$ cat src/rtl/lpb_pkg.sv
package lpb_pkg;
  function automatic int lpb_wrap(input int value, input int modulus);
    return value % modulus;
  endfunction
endpackage

$ cat src/rtl/lpb_retimer.sv
module lpb_retimer #(
  parameter int DATA_W = 16
) (
  input  logic              clk,
  input  logic              rst,
  input  logic              en,
  input  logic [DATA_W-1:0] d,
  output logic [DATA_W-1:0] q
);
  logic [DATA_W-1:0] hold_q;

  always_ff @(posedge clk) begin
    if (rst) hold_q <= '0;
    else     hold_q <= d;
  end

  assign q = en ? hold_q : d;
endmodule

$ cat src/rtl/lpb_cell.sv
module lpb_cell #(
  parameter int DATA_W = 16
) (
  input  logic              in_loop,
  input  logic [DATA_W-1:0] arrive,
  input  logic [DATA_W-1:0] node_ret,
  output logic [DATA_W-1:0] depart
);
  assign depart = in_loop ? node_ret : arrive;
endmodule

$ cat src/rtl/lpb_chain.sv
module lpb_chain #(
  parameter int DATA_W     = 16,
  parameter int NUM_CELLS  = 5,
  parameter int CABLE_CELL = 0
) (
  input  logic                          clk,
  input  logic                          rst,
  input  logic                          retime_en,
  input  logic [NUM_CELLS-1:0]          bypass_n,
  input  logic [DATA_W-1:0]             loop_in,
  output logic [DATA_W-1:0]             loop_out,
  input  logic [NUM_CELLS*DATA_W-1:0]   from_node,
  output logic [NUM_CELLS*DATA_W-1:0]   to_node
);
  import lpb_pkg::*;

  localparam int NODES = NUM_CELLS - 1;
  localparam int FIRST = lpb_wrap(CABLE_CELL + 1, NUM_CELLS);
  localparam int LAST  = lpb_wrap(CABLE_CELL + NUM_CELLS - 1, NUM_CELLS);
  localparam logic [NUM_CELLS-1:0] NODE_MASK =
    ~({{(NUM_CELLS-1){1'b0}}, 1'b1} << CABLE_CELL);

  logic [DATA_W-1:0] stream [0:NODES];
  logic [DATA_W-1:0] arrive [0:NUM_CELLS-1];

  lpb_retimer #(.DATA_W(DATA_W)) u_retimer (
    .clk (clk),
    .rst (rst),
    .en  (retime_en),
    .d   (loop_in),
    .q   (stream[0])
  );

  for (genvar s = 0; s < NODES; s++) begin : g_stage
    localparam int IDX = lpb_wrap(CABLE_CELL + 1 + s, NUM_CELLS);
    assign arrive[IDX] = stream[s];
    lpb_cell #(.DATA_W(DATA_W)) u_cell (
      .in_loop  (bypass_n[IDX]),
      .arrive   (stream[s]),
      .node_ret (from_node[IDX*DATA_W +: DATA_W]),
      .depart   (stream[s+1])
    );
  end

  assign arrive[CABLE_CELL] = stream[NODES];

  logic unused_cable_inputs;
  assign unused_cable_inputs = ^{bypass_n[CABLE_CELL],
                                 from_node[CABLE_CELL*DATA_W +: DATA_W]};

  always_ff @(posedge clk) begin
    if (rst) begin
      loop_out <= '0;
      to_node  <= '0;
    end else begin
      loop_out <= stream[NODES];
      for (int i = 0; i < NUM_CELLS; i++) begin
        to_node[i*DATA_W +: DATA_W] <= arrive[i];
      end
    end
  end

  // Cycles since reset, saturating at 2, used to guard $past in assertions
  logic [1:0] live_q;
  always_ff @(posedge clk) begin
    if (rst)              live_q <= '0;
    else if (live_q != 2) live_q <= live_q + 2'd1;
  end

  a_r2_last_in_loop: assert property (@(posedge clk) disable iff (rst)
    (live_q != 0 && $past(bypass_n[LAST]))
      |-> loop_out == $past(from_node[LAST*DATA_W +: DATA_W]));

  a_r3_all_bypassed: assert property (@(posedge clk) disable iff (rst)
    (live_q != 0 && $past((bypass_n & NODE_MASK) == '0) && !$past(retime_en))
      |-> loop_out == $past(loop_in));

  a_r4_first_tap: assert property (@(posedge clk) disable iff (rst)
    (live_q != 0 && !$past(retime_en))
      |-> to_node[FIRST*DATA_W +: DATA_W] == $past(loop_in));

  a_r7_retimed_latency: assert property (@(posedge clk) disable iff (rst)
    (live_q == 2 && $past(retime_en) && $past((bypass_n & NODE_MASK) == '0))
      |-> loop_out == $past(loop_in, 2));
endmodule

$ cat config.mk
export PLATFORM = sky130hd
export DESIGN_NAME = lpb_chain
export DESIGN_NICKNAME = d
export VERILOG_FILES = /design/src/rtl/lpb_pkg.sv /design/src/rtl/lpb_retimer.sv /design/src/rtl/lpb_cell.sv /design/src/rtl/lpb_chain.sv
export SDC_FILE = /design/constraint.sdc
export NUM_CORES = 1
export LEC_CHECK = 0
export ABC_AREA = 0
export BUFFER_PORTS_ARGS = -buffer_cell sky130_fd_sc_hd__buf_4
export CORE_MARGIN = 1
export CORE_UTILIZATION = 41
export DETAILED_ROUTE_END_ITERATION = 16
export GPL_TIMING_DRIVEN = 0
export PLACE_DENSITY = 0.73
export SETUP_SLACK_MARGIN = 0.05
export SLEW_MARGIN = 20
export SYNTH_ARGS = -nofsm -noshare
export SYNTH_HDL_FRONTEND = slang
export SYNTH_SLANG_ARGS = --single-unit
$ cat constraint.sdc
create_clock -name clk -period 1.1 [get_ports clk]
set_input_delay 0.055 -clock clk [delete_from_list [all_inputs] [get_ports clk]]
set_output_delay 0.055 -clock clk [all_outputs]
set_load 0.01 [all_outputs]
==> results.yml <==
outcome:
  status: "complete, no violations"
timing:
  finalClockSkew_ns: 0.01698
  setup_ws_ns: 0.01538
  timing.final.crit_period_ns: 1.085
  fin_crit_sh_pct: 98.60
  max_freq_ghz: 0.9220
  slew_violations: 0
  finalHoldViolCount: 0
  rsz0062_at_grt: "yes"
  finalSetupViolCount: 0
  worst_pin_slew_ns: 0.6495
  maxSlewHeadroom_pct: 56.70
cts:
  cts_tree: "built"
  h-tree-depth: 3
  clock_sinks: 96
  worstSkewPairLatency_ns: 0.35
  cts_buffer_depth: 2
  clk_pin_slew_ns: 0.10
  clockRootBuffer: "clkbuf_8"
  numCtsBuffers: 9
yosys:
  synth_cells: 353
  ys_warn_count: 0
  yosysSeqAreaShare_pct: 49.09
  synth.distinct_cells: 25
  syn-num-nets: 457
  syn_area_per_cell_um2: 11.09
  synth_seq_cells: 96
  synthesis.area_mm2: 0.003915
worst_setup_path:
  cp_top_family: "compound AO/OA/AOI/OAI gates"
  required_ns: 1.32
  path_buf_inv: 0
  cp-start-kind: "register"
  max_stage_delay_ns: 0.31
  cp_max_fo: 3
  arrival_ns: 1.30
  end_kind: "register"
  crit_chain: "mux2_4 -> o221ai_4 -> o22ai_2"
  slowest_stage: "dfxtp_1"
  crit_type: "register to register"
cells_and_area:
  drive_above_1_share_pct: 49.57
  fillers: 743
  regArea_mm2: 0.001931
  multiInputGateArea_mm2: 0.001858
  synthToLayoutAreaGrowth_pct: 57.53
  final_nets: 683
  final_common_cell: "buf_4"
  final_util_pct: 66.74
  n_antenna_cell: 0
  final_area_mm2: 0.006167
  layout_common_cells: "198 x buf_4, 89 x dfxtp_1, 32 x nand2_1, 32 x dlygate4sd3_1, 30 x nand2b_1"
global_routing:
  grt_util_all_layers_pct: 23.51
  antenna_found_initial: 0
  grt_pass1_vias: 3396
  grt_max_degree: 16
  grt.overflow.total: 0
  grt_pass1_wl_um: 17740
placement:
  placed_area_mm2: 0.005428
  portBuffers: 180
  pre_cts_slack_ns: -0.3485
  place_congestion: 0.8708
  dpl.hpwl_um: 8336
floorplanning:
  fp.dieH_um: 99.72
  num_rows: 35
  coreArea_mm2: 0.009240
  die_area_mm2: 0.009943
  io_pins: 200
  die_w_um: 99.72
  start_util_pct: 42.37
routing:
  postRouteAntennaNets: 0
  first_pass_iters: 4
  highest_layer: "met4"
  avgViaCountPerCell: 4.890
  wire_per_inst_um: 16.53
  drc_errors: 0
  drt-met1-wl_um: 4941
  wl_met3_um: 768
  wl_um: 11770
  num_vias: 3482
  wl_met2_um: 5750
  drtIter0Drc: 109
power_and_ir_drop:
  finalPower_mw: 8.029
  p_leak_nw: 2.871
  p_per_area_mw_per_mm2: 1302
  ir_worst_vdd_mv: 0.5861
flow_run:
  cap_violations: 0
worst_hold_path:
  hold_path_class: "input pin to register"
-- logic make-up (layout without fill, tap and decap cells) --
group                  after synthesis  in the layout  synth area share (%)
AOI/OAI and AO/OA                   80             80                 21.80
buffers and inverters               46            276                 8.182
muxes                               16             16                 5.561
DFF                                 96             96                 49.09
and+or+nand+nor                    115            115                 15.37
-- worst reg2reg max path, stage by stage, from the launching register on --
cell      delay (ns)
dfxtp_1         0.31
mux2_4          0.28
o221ai_4        0.24
o22ai_2         0.11
-- synth_stat cells (all sizes together) --
master   number  area [µm²]
o221ai       16       310.3
o22ai        16       100.1
clkbuf       13       48.80
nor2b        16       100.1
buf          32       267.8
o2bb2ai      16       202.7
or2b          2       15.01
and2         16       100.1
dfxtp        96        1922
nor2         16       60.06
mux2         16       217.7
or2           2       12.51
o21ai        16       80.08
nand2        32       120.1
inv           1       3.750
o211a        16       160.2
or3           1       6.260
nand2b       30       187.7
-- area by class of cell --
type	count	area share [%]
Clock buffer	11	2.293
Multi-Input combinational cell	211	30.13
Inverter	1	0.06086
Timing Repair Buffer	215	27.53
Buffer	45	5.173
Sequential cell	96	31.30
Tap cell	129	2.617
Clock inverter	4	0.8927
-- per-stage QoR --
step	TNS [ns]	instances	hold slack, ns
5_1_grt	-0.02030	712	0.02605
3_5_place_dp	-9.434	662	0.2849
3_3_place_gp	-8.540	662	0.2783
2_1_floorplan	0	353	0.1832
4_1_cts	0	712	0.002067
6_report	0	712	0.01558
-- path summary, 6_finish.rpt --
check	start	end	slack, ns	depth (start not counted)
hold / removal	from_node[76]	loop_out[12]	0.02	4
setup reg to reg	u_retimer.hold_q[15]	to_node[79]	0.02	3
setup / recovery	u_retimer.hold_q[15]	to_node[79]	0.02	3
hold reg to reg	u_retimer.hold_q[3]	to_node[19]	0.62	2
-- registers in the layout, indices dropped and copies added, names as in the netlist --
signal	count
loop_out	15
u_retimer.hold_q	16
to_node	65
-- where the power goes --
part           total (mW)  internal (mW)  switching (mW)
registers            3.81           3.73          0.0858
clock network        2.31           1.11            1.20
logic                1.91           1.05           0.857
-- routing by layer --
layer | GRT usage (%) | up-vias
li1 | - | 1661
met1 | 28.65 | 1651
met2 | 40.32 | 146
met3 | 4.638 | 24
met4 | 9.955 | 0
met5 | 0 | -
-- what timing repair did --
item                                   CTS  global route
hold buffers                            32             0
pin swaps                               11             8
resized for setup                       19            19
setup buffers                            3             0
setup endpoints to repair               28            28
endpoints found under the hold margin   30             0
Power figures use the tool's default switching activity.
